<file path="src/rtl/tlb_pkg.sv">
package tlb_pkg;
  typedef enum logic [1:0] {
    FLT_NONE    = 2'd0,
    FLT_RD_MISS = 2'd1,
    FLT_WR_MISS = 2'd2,
    FLT_WR_PROT = 2'd3
  } flt_cause_e;
endpackage

</file>
<file path="src/rtl/tlb_match.sv">
// Parallel tag compare with lowest-index priority select.
module tlb_match #(
  parameter int NUM_ENT = 4,
  parameter int VPN_W   = 20,
  parameter int IDX_W   = 2
) (
  input  logic [VPN_W-1:0]              key,
  input  logic [NUM_ENT-1:0][VPN_W-1:0] tags,
  input  logic [NUM_ENT-1:0]            vld,
  output logic                          hit,
  output logic [IDX_W-1:0]              idx
);
  logic [NUM_ENT-1:0] eq;

  for (genvar g = 0; g < NUM_ENT; g++) begin : g_cmp
    assign eq[g] = vld[g] && (tags[g] == key);
  end

  assign hit = |eq;

  always_comb begin
    idx = '0;
    for (int i = NUM_ENT - 1; i >= 0; i--) begin
      if (eq[i]) idx = IDX_W'(i);
    end
  end
endmodule

</file>
<file path="src/rtl/tlb_store.sv">
// Entry storage: software writes by index, hardware sets use/modified.
module tlb_store #(
  parameter int NUM_ENT = 4,
  parameter int VPN_W   = 20,
  parameter int PFN_W   = 20,
  parameter int IDX_W   = 2
) (
  input  logic                          clk,
  input  logic                          rst_n,
  input  logic                          wr_en,
  input  logic [IDX_W-1:0]              wr_idx,
  input  logic [VPN_W-1:0]              wr_vpn,
  input  logic [PFN_W-1:0]              wr_pfn,
  input  logic                          wr_v,
  input  logic                          wr_d,
  input  logic                          tch_en,
  input  logic [IDX_W-1:0]              tch_idx,
  input  logic                          tch_mod,
  output logic [NUM_ENT-1:0][VPN_W-1:0] tags,
  output logic [NUM_ENT-1:0][PFN_W-1:0] pfns,
  output logic [NUM_ENT-1:0]            vld,
  output logic [NUM_ENT-1:0]            drt,
  output logic [NUM_ENT-1:0]            used,
  output logic [NUM_ENT-1:0]            modf
);
  logic [NUM_ENT-1:0][VPN_W-1:0] tags_d;
  logic [NUM_ENT-1:0][PFN_W-1:0] pfns_d;
  logic [NUM_ENT-1:0]            vld_d, drt_d, used_d, modf_d;

  for (genvar g = 0; g < NUM_ENT; g++) begin : g_ent
    logic sel_wr, sel_tch;
    assign sel_wr  = wr_en && (wr_idx == IDX_W'(g));
    assign sel_tch = tch_en && (tch_idx == IDX_W'(g));

    always_comb begin
      tags_d[g] = tags[g];
      pfns_d[g] = pfns[g];
      vld_d[g]  = vld[g];
      drt_d[g]  = drt[g];
      used_d[g] = used[g];
      modf_d[g] = modf[g];
      if (sel_wr) begin
        tags_d[g] = wr_vpn;
        pfns_d[g] = wr_pfn;
        vld_d[g]  = wr_v;
        drt_d[g]  = wr_d;
        used_d[g] = 1'b0;
        modf_d[g] = 1'b0;
      end else if (sel_tch) begin
        used_d[g] = 1'b1;
        if (tch_mod) modf_d[g] = 1'b1;
      end
    end

    always_ff @(posedge clk or negedge rst_n) begin
      if (!rst_n) begin
        tags[g] <= '0;
        pfns[g] <= '0;
        vld[g]  <= 1'b0;
        drt[g]  <= 1'b0;
        used[g] <= 1'b0;
        modf[g] <= 1'b0;
      end else if (sel_wr || sel_tch) begin
        tags[g] <= tags_d[g];
        pfns[g] <= pfns_d[g];
        vld[g]  <= vld_d[g];
        drt[g]  <= drt_d[g];
        used[g] <= used_d[g];
        modf[g] <= modf_d[g];
      end
    end
  end
endmodule

</file>
<file path="src/rtl/tlb_xlate.sv">
// Fully associative translation buffer with software refill.
module tlb_xlate #(
  parameter int NUM_ENT = 4,
  parameter int VA_W    = 32,
  parameter int OFF_W   = 12,
  parameter int PFN_W   = 20,
  localparam int VPN_W  = VA_W - OFF_W,
  localparam int IDX_W  = $clog2(NUM_ENT),
  localparam int PA_W   = PFN_W + OFF_W
) (
  input  logic             clk,
  input  logic             rst_n,
  input  logic             req_valid,
  input  logic             req_store,
  input  logic [VA_W-1:0]  req_vaddr,
  output logic             xl_ok,
  output logic [PA_W-1:0]  xl_paddr,
  output logic [1:0]       fault_cause,
  output logic [VA_W-1:0]  bad_vaddr,
  input  logic             sw_we,
  input  logic [IDX_W-1:0] sw_widx,
  input  logic [VPN_W-1:0] sw_vpn,
  input  logic [PFN_W-1:0] sw_pfn,
  input  logic             sw_valid,
  input  logic             sw_dirty,
  input  logic [IDX_W-1:0] sw_ridx,
  output logic [VPN_W-1:0] rd_vpn,
  output logic [PFN_W-1:0] rd_pfn,
  output logic             rd_valid,
  output logic             rd_dirty,
  output logic             rd_use,
  output logic             rd_mod
);
  import tlb_pkg::*;

  // Reset: asserted asynchronously, released on the clock
  logic [1:0] rst_sync_q;
  logic       rst_int_n;

  always_ff @(posedge clk or negedge rst_n) begin
    if (!rst_n) rst_sync_q <= '0;
    else        rst_sync_q <= {rst_sync_q[0], 1'b1};
  end
  assign rst_int_n = rst_sync_q[1];

  // Entry storage and matching
  logic [NUM_ENT-1:0][VPN_W-1:0] tags;
  logic [NUM_ENT-1:0][PFN_W-1:0] pfns;
  logic [NUM_ENT-1:0]            vld, drt, used, modf;
  logic                          hit;
  logic [IDX_W-1:0]              hit_idx;
  logic                          tch_en, allow;

  tlb_match #(.NUM_ENT(NUM_ENT), .VPN_W(VPN_W), .IDX_W(IDX_W)) u_match (
    .key  (req_vaddr[VA_W-1:OFF_W]),
    .tags (tags),
    .vld  (vld),
    .hit  (hit),
    .idx  (hit_idx)
  );

  tlb_store #(.NUM_ENT(NUM_ENT), .VPN_W(VPN_W), .PFN_W(PFN_W), .IDX_W(IDX_W)) u_store (
    .clk     (clk),
    .rst_n   (rst_int_n),
    .wr_en   (sw_we),
    .wr_idx  (sw_widx),
    .wr_vpn  (sw_vpn),
    .wr_pfn  (sw_pfn),
    .wr_v    (sw_valid),
    .wr_d    (sw_dirty),
    .tch_en  (tch_en),
    .tch_idx (hit_idx),
    .tch_mod (req_store),
    .tags    (tags),
    .pfns    (pfns),
    .vld     (vld),
    .drt     (drt),
    .used    (used),
    .modf    (modf)
  );

  // Lookup decision
  flt_cause_e      cause_d;
  logic            ok_d, flt_en;
  logic [PA_W-1:0] paddr_d;

  always_comb begin
    cause_d = FLT_NONE;
    allow   = 1'b0;
    if (req_valid) begin
      if (!hit)                          cause_d = req_store ? FLT_WR_MISS : FLT_RD_MISS;
      else if (req_store && !drt[hit_idx]) cause_d = FLT_WR_PROT;
      else                               allow   = 1'b1;
    end
  end

  assign ok_d    = allow;
  assign flt_en  = (cause_d != FLT_NONE);
  assign paddr_d = {pfns[hit_idx], req_vaddr[OFF_W-1:0]};
  // A software write to the same slot overrides the hardware update
  assign tch_en  = allow && !(sw_we && (sw_widx == hit_idx));

  // Output registers
  logic             ok_q;
  flt_cause_e       cause_q;
  logic [PA_W-1:0]  paddr_q;
  logic [VA_W-1:0]  bad_q;

  always_ff @(posedge clk or negedge rst_int_n) begin
    if (!rst_int_n) begin
      ok_q    <= 1'b0;
      cause_q <= FLT_NONE;
    end else begin
      ok_q    <= ok_d;
      cause_q <= cause_d;
    end
  end

  always_ff @(posedge clk or negedge rst_int_n) begin
    if (!rst_int_n)  paddr_q <= '0;
    else if (ok_d)   paddr_q <= paddr_d;
  end

  always_ff @(posedge clk or negedge rst_int_n) begin
    if (!rst_int_n)  bad_q <= '0;
    else if (flt_en) bad_q <= req_vaddr;
  end

  assign xl_ok       = ok_q;
  assign xl_paddr    = paddr_q;
  assign fault_cause = cause_q;
  assign bad_vaddr   = bad_q;

  // Software read-back
  assign rd_vpn   = tags[sw_ridx];
  assign rd_pfn   = pfns[sw_ridx];
  assign rd_valid = vld[sw_ridx];
  assign rd_dirty = drt[sw_ridx];
  assign rd_use   = used[sw_ridx];
  assign rd_mod   = modf[sw_ridx];
endmodule

</file>
<file path="config.mk">
export PLATFORM = sky130hd
export DESIGN_NAME = tlb_xlate
export DESIGN_NICKNAME = d
export VERILOG_FILES = /design/src/rtl/tlb_pkg.sv /design/src/rtl/tlb_match.sv /design/src/rtl/tlb_store.sv /design/src/rtl/tlb_xlate.sv
export SDC_FILE = /design/constraint.sdc
export NUM_CORES = 1
export LEC_CHECK = 0
export CAP_MARGIN = 20
export CORE_ASPECT_RATIO = 0.7
export CORE_UTILIZATION = 49
export CTS_BUF_LIST = sky130_fd_sc_hd__clkbuf_16
export DETAILED_ROUTE_END_ITERATION = 10
export PLACE_DENSITY = 0.8
export SKIP_LAST_GASP = 1
export SLEW_MARGIN = 20
export SYNTH_ARGS = -nofsm -noshare
export SYNTH_HDL_FRONTEND = slang
export SYNTH_SLANG_ARGS = --single-unit
</file>
<file path="constraint.sdc">
create_clock -name clk -period 6.9 [get_ports clk]
set_input_delay 1.035 -clock clk [delete_from_list [all_inputs] [get_ports clk]]
set_output_delay 1.035 -clock clk [all_outputs]
set_load 0.005 [all_outputs]
</file>
== Word level (Yosys, flattened, before mapping) ==
Index checks and enable logic that the tools add are counted.

* Output and inout port bits: 111
* Flip-flop bits (word level): 245
* Logic and storage cells: 131
* Input bits: 83

* Reduce and logical (&&, ||, !) cells: 45
* Equal/unequal tests: 11
* $lt $le $gt $ge: 2
* Multiplexer cells: 44

{| class="wikitable"
|+ Operators with widths
! kind !! count
|-
| binary-select mux 20 bit (select 2 bit) || 3
|-
| == test 20 bit || 4
|-
| two-way mux 20 bit || 3
|-
| two-way mux 1 bit || 25
|-
| nonzero test 2 bit || 9
|-
| two-way mux 2 bit || 8
|-
| AND reduction 2 bit || 8
|-
| logical AND 1 bit || 15
|-
| AND reduction 3 bit || 4
|-
| binary-select mux 1 bit (select 2 bit) || 5
|-
| == test 2 bit (second input constant) || 4
|-
| less-than comparator 2 x 3 -> 1 bit (second input constant) || 2
|-
| == test 2 x 1 -> 1 bit (second input constant) || 2
|-
| logical NOT 2 bit || 2
|-
| logical OR 1 bit || 4
|-
| OR reduction 4 bit || 1
|-
| == test 2 bit || 1
|-
| logical NOT 1 bit || 2
|}

== Depth between registers and ports, before layout ==
* Word-level depth: 17
* Depth in mapped cells: 13
* Depth with buffers taken out: 9

== By module ==
From an unflattened synthesis, not the netlist that was laid out.

* Cell total of the unflattened synthesis: 742
* Area, all modules: 11997.8 sq um

{| class="wikitable"
|+ By module, submodules not included
! module !! area each (sq um) !! instances !! cells each !! seq. area each (sq um)
|-
| tlb_store || 6617.6 || 1 || 385 || 4404.2
|-
| tlb_xlate || 4434.3 || 1 || 241 || 1726.7
|-
| tlb_match || 945.9 || 1 || 116 || 0.0
|}

== Worst setup path before layout ==
OpenSTA, ideal clock, no wires.

* Path kind: input to register
* Start: input port req_vaddr[27]
* End: register paddr_q[20], in the netlist xl_paddr[20]
* Cell stages on the path: 12
* Slack: 3344 ps
* Required time: 6775 ps
* Buffers on the path: 3
* Library setup time: 125 ps
* Arrival time: 3432 ps
* Cell sequence: buf_2 xor2_1 nor4_1 nand3_1 or3_2 a21oi_2 buf_6 buf_12 mux2i_1 nor2_1 a221o_1 mux2_2

* Word-level cells in the longest chain between the ends: 13
* Elaborated cells between the ends (all ways): 22
* Classes of those cells: eq/ne (4); mux (11); reduce/logical (7)

{| class="wikitable"
|+ Ends and longest elaborated chain
! element !! RTL line !! text
|-
| from (decl) || tlb_xlate.sv:15 || <nowiki>input logic [VA_W-1:0] req_vaddr,</nowiki>
|-
| == test 20 bit || tlb_match.sv:16 || <nowiki>assign eq[g] = vld[g] && (tags[g] == key);</nowiki>
|-
| logical AND 1 bit || tlb_match.sv:16 ||
|-
| two-way mux 2 bit (4 in series) || tlb_match.sv:24 || <nowiki>if (eq[i]) idx = IDX_W'(i);</nowiki>
|-
| binary-select mux 1 bit (select 2 bit) || tlb_xlate.sv:92 || <nowiki>else if (req_store && !drt[hit_idx]) cause_d = FLT_WR_PROT;</nowiki>
|-
| two-way mux 1 bit (not written as such) || tlb_xlate.sv:92 ||
|-
| logical NOT 1 bit || tlb_xlate.sv:92 ||
|-
| logical AND 1 bit || tlb_xlate.sv:92 ||
|-
| two-way mux 1 bit || tlb_xlate.sv:92 ||
|-
| two-way mux 1 bit || tlb_xlate.sv:91 || <nowiki>if (!hit) cause_d = req_store ? FLT_WR_MISS : FLT_RD_MISS;</nowiki>
|-
| two-way mux 1 bit || tlb_xlate.sv:90 || <nowiki>if (req_valid) begin</nowiki>
|-
| to (signal assigned) || tlb_xlate.sv:121 || <nowiki>else if (ok_d) paddr_q <= paddr_d;</nowiki>
|-
| to (decl) || tlb_xlate.sv:106 || <nowiki>logic [PA_W-1:0] paddr_q;</nowiki>
|}

Parallel ways exist; a longest one is shown, timed or not. The select of a mux whose other input is x is not followed.
A chain may end at the register's enable or synchronous reset.

== Worst setup path in the final report ==
* Start: input port req_vaddr[22]
* End: register paddr_q[26], in the netlist xl_paddr[26]

The elaborated chain is that of the path after synthesis.

==> impl_metrics.py <==
metrics = {
    "cells_and_area": {
        "area_growth_pct": 23.3,
        "final-seq-area_um2": 6130,
        "fill_cells": 1853,
        "multi_input_area_um2": 5640,
        "insertedDiodeCount": 0,
        "fin_area_um2": 15000,
        "drive_above_1_share_pct": 31.8,
        "nets": 1114,
    },
    "place": {
        "numPortBuffers": 193,
        "place_congestion": 0.923,
        "dp_hpwl_um": 20800,
        "dpl_cell_area_um2": 14200,
    },
    "timing": {
        "period_minus_slack_ps": 4620,
        "fin_crit_sh_pct": 66.9,
        "rsz0062_at_grt": "no",
        "setup_viol": 0,
        "fmax_mhz": 217,
        "tightestPinTransition_ps": 1070,
        "drv_slew": 0,
        "holdWs_ps": 181,
        "hold_violations": 0,
        "slew_headroom_pct": 28.8,
        "clock_skew_ps": 17.7,
        "fin_setup_tns_ps": 0,
    },
    "setup_path": {
        "worstSetupPathType": "input pin to register",
        "r2r-start": "u_store.tags[32]",
        "crit_path_start": "req_vaddr[22]",
        "regToRegEndpoint": "xl_paddr[26]",
        "required_ps": 7310,
        "critPathCaptureType": "register",
        "worstPathMaxFanout": 18,
        "r2r_setup_slack_ps": 3060,
        "startpoint_type": "input pin",
        "crit_arrival_ps": 5030,
        "worst-r2r-cell-count": 9,
        "crit_end": "xl_paddr[26]",
    },
    "die": {
        "core_um2": 24000,
        "rows": 47,
        "io_pins": 194,
        "dieArea_um2": 25400,
        "initial_utilization_pct": 50.6,
        "die-height_um": 134,
        "dieWidth_um": 190,
    },
    "detailed_routing": {
        "drc_errors": 0,
        "dr.pass1.iters": 7,
        "routedWlPerCell_um": 23.1,
        "vias_per_cell": 5.91,
        "routed_wl_um": 31700,
        "ant_nets": 0,
        "dr.first_iter.drc_count": 641,
        "routed-via-count": 8084,
    },
    "yosys": {
        "syn_area_um2": 12200,
        "ys_ff_latch": 245,
        "ys_seq_area_share_pct": 50.5,
        "syn_nets": 953,
        "avgSynthCellArea_um2": 14.0,
        "yosys_warnings": 0,
        "async_flop_share_pct": 100,
        "syn_inst": 870,
        "yosysUniqueCellTypes": 56,
        "synth_edf_count": 0,
        "ys.flop_type": "dfrtp_1",
    },
    "clock_tree": {
        "cts-buffers-inserted": 25,
        "cts_tree": "built",
        "path_clk_slew_ps": 60,
        "worstSkewPairLatency_ps": 530,
        "clock-sinks": 245,
        "postCtsHoldBufs": 0,
        "postCtsSetupBuffers": 0,
        "postCtsResizedCells": 0,
        "clockBufferDepth": 3,
        "htreeDepth": 1,
        "cts_root_buf": "clkbuf_16",
    },
    "pwr": {
        "max-vdd-ir-drop_mv": 0.180,
        "power.density_nw_per_um2": 271,
        "total_power_w": 0.00406,
        "power_leakage_nw": 6.12,
    },
    "run_status": {
        "outcome": "finished, final reports clean",
    },
    "hold_path": {
        "hp-class": "register to async pin",
    },
    "global_routing": {
        "overflow": 0,
        "grt_util_all_layers_pct": 25.3,
        "grt_pass1_wl_um": 49000,
        "grt_pass1_vias": 8169,
        "antenna_found_initial": 0,
        "grt_max_degree": 155,
    },
    "run": {
        "maxCapViolCount": 0,
    },
}
-- where the power goes --
group / internal, W / switching, W
logic: 0.000531 / 0.000369
registers: 0.00165 / 0.000180
clock network: 0.000771 / 0.000561
total: 0.00295 / 0.00111
-- worst max-delay path: stages --
cell             delay (ps)
clkdlybuf4s50_1         660
xor2_1                  230
nor4_1                  650
nand2_1                 180
or3_2                   490
a21oi_4                 850
mux2i_1                 300
nor2_1                   60
a221o_1                 300
mux2_2                  260
-- area by class of cell --
type / count / share of cell area (%)
repair buffers: 200 / 13.3
well taps: 318 / 2.66
flip-flops and latches: 245 / 40.9
inverters: 5 / 0.125
clock buffers: 25 / 4.18
clock inverters: 21 / 1.17
multi-input cells: 554 / 37.7
-- state kept, by name, summed over array words and instances (netlist names) --
name and flops:
u_store.pfns 80, u_store.tags 80, bad_vaddr 32, xl_paddr 32
u_store.drt 4, u_store.modf 4, u_store.used 4, u_store.vld 4
fault_cause 2, rst_sync_q 2, xl_ok 1
-- how the worst min path moves through the flow --
stage | startpoint | end | slack (ps) | depth (start not counted)
CTS | rst_sync_q[1] | xl_paddr[14] | 190 | 0
finish | rst_sync_q[1] | u_store.pfns[63] | 180 | 0
global placement | rst_sync_q[1] | xl_paddr[18] | 190 | 0
global route | rst_sync_q[1] | xl_paddr[15] | 200 | 0
detailed placement | rst_sync_q[1] | bad_vaddr[11] | 190 | 0
floorplan | rst_sync_q[0] | rst_sync_q[1] | 330 | 0
-- placed cells by master (no fill, tap or decap), types with 21 or more instances in the layout --
| cell | n |
|---|---|
| xor2_1 | 23 |
| nand2_1 | 21 |
| nor2_1 | 34 |
| clkbuf_16 | 25 |
| xnor2_1 | 54 |
| clkdlybuf4s50_1 | 191 |
| mux2_2 | 224 |
| mux4_2 | 44 |
| dfrtp_1 | 244 |
-- cells in the mapped netlist (8+ instances only) --
cell	number	area (um2)
clkbuf_1	34	128
buf_2	14	70.1
a221o_1	18	180
nor4_1	8	50.1
xnor2_1	54	473
nand3_1	14	70.1
nor2_1	34	128
nand2_1	21	78.8
buf_6	9	101
mux4_2	44	991
mux2_1	9	101
xor2_1	23	201
dfrtp_1	245	6130
mux2i_1	18	180
nand4_1	18	113
mux2_2	224	2520
o21ai_0	10	50.1
-- metrics by stage --
step	setup WS [ps]	utilization (%)	cells
finish	2280	62.5	1368
global route	2140	62.5	1368
CTS	2260	62.4	1368
detailed placement	1720	59.1	1322
global placement	1790	59.1	1322
floorplan	2880	-	870
-- routing by layer --
metal / up-vias / GRT usage [%] / part of all wire (%)
li1: 3522 / - / -
met3: 33 / 6.93 / 8.4
met1: 4227 / 38.6 / 47
met2: 302 / 36.4 / 43
met5: - / 0 / 0
met4: 0 / 4.71 / 1.3
-- logic make-up after synthesis --
family / share of synthesized area (%)
xor+xnor: 6.09
flops: 50.5
mux: 31.2
simple gates: 6.09
other cells: 0.0309
compound gates: 2.74
buf+inv: 3.37
(Power assumes the default switching activity.)
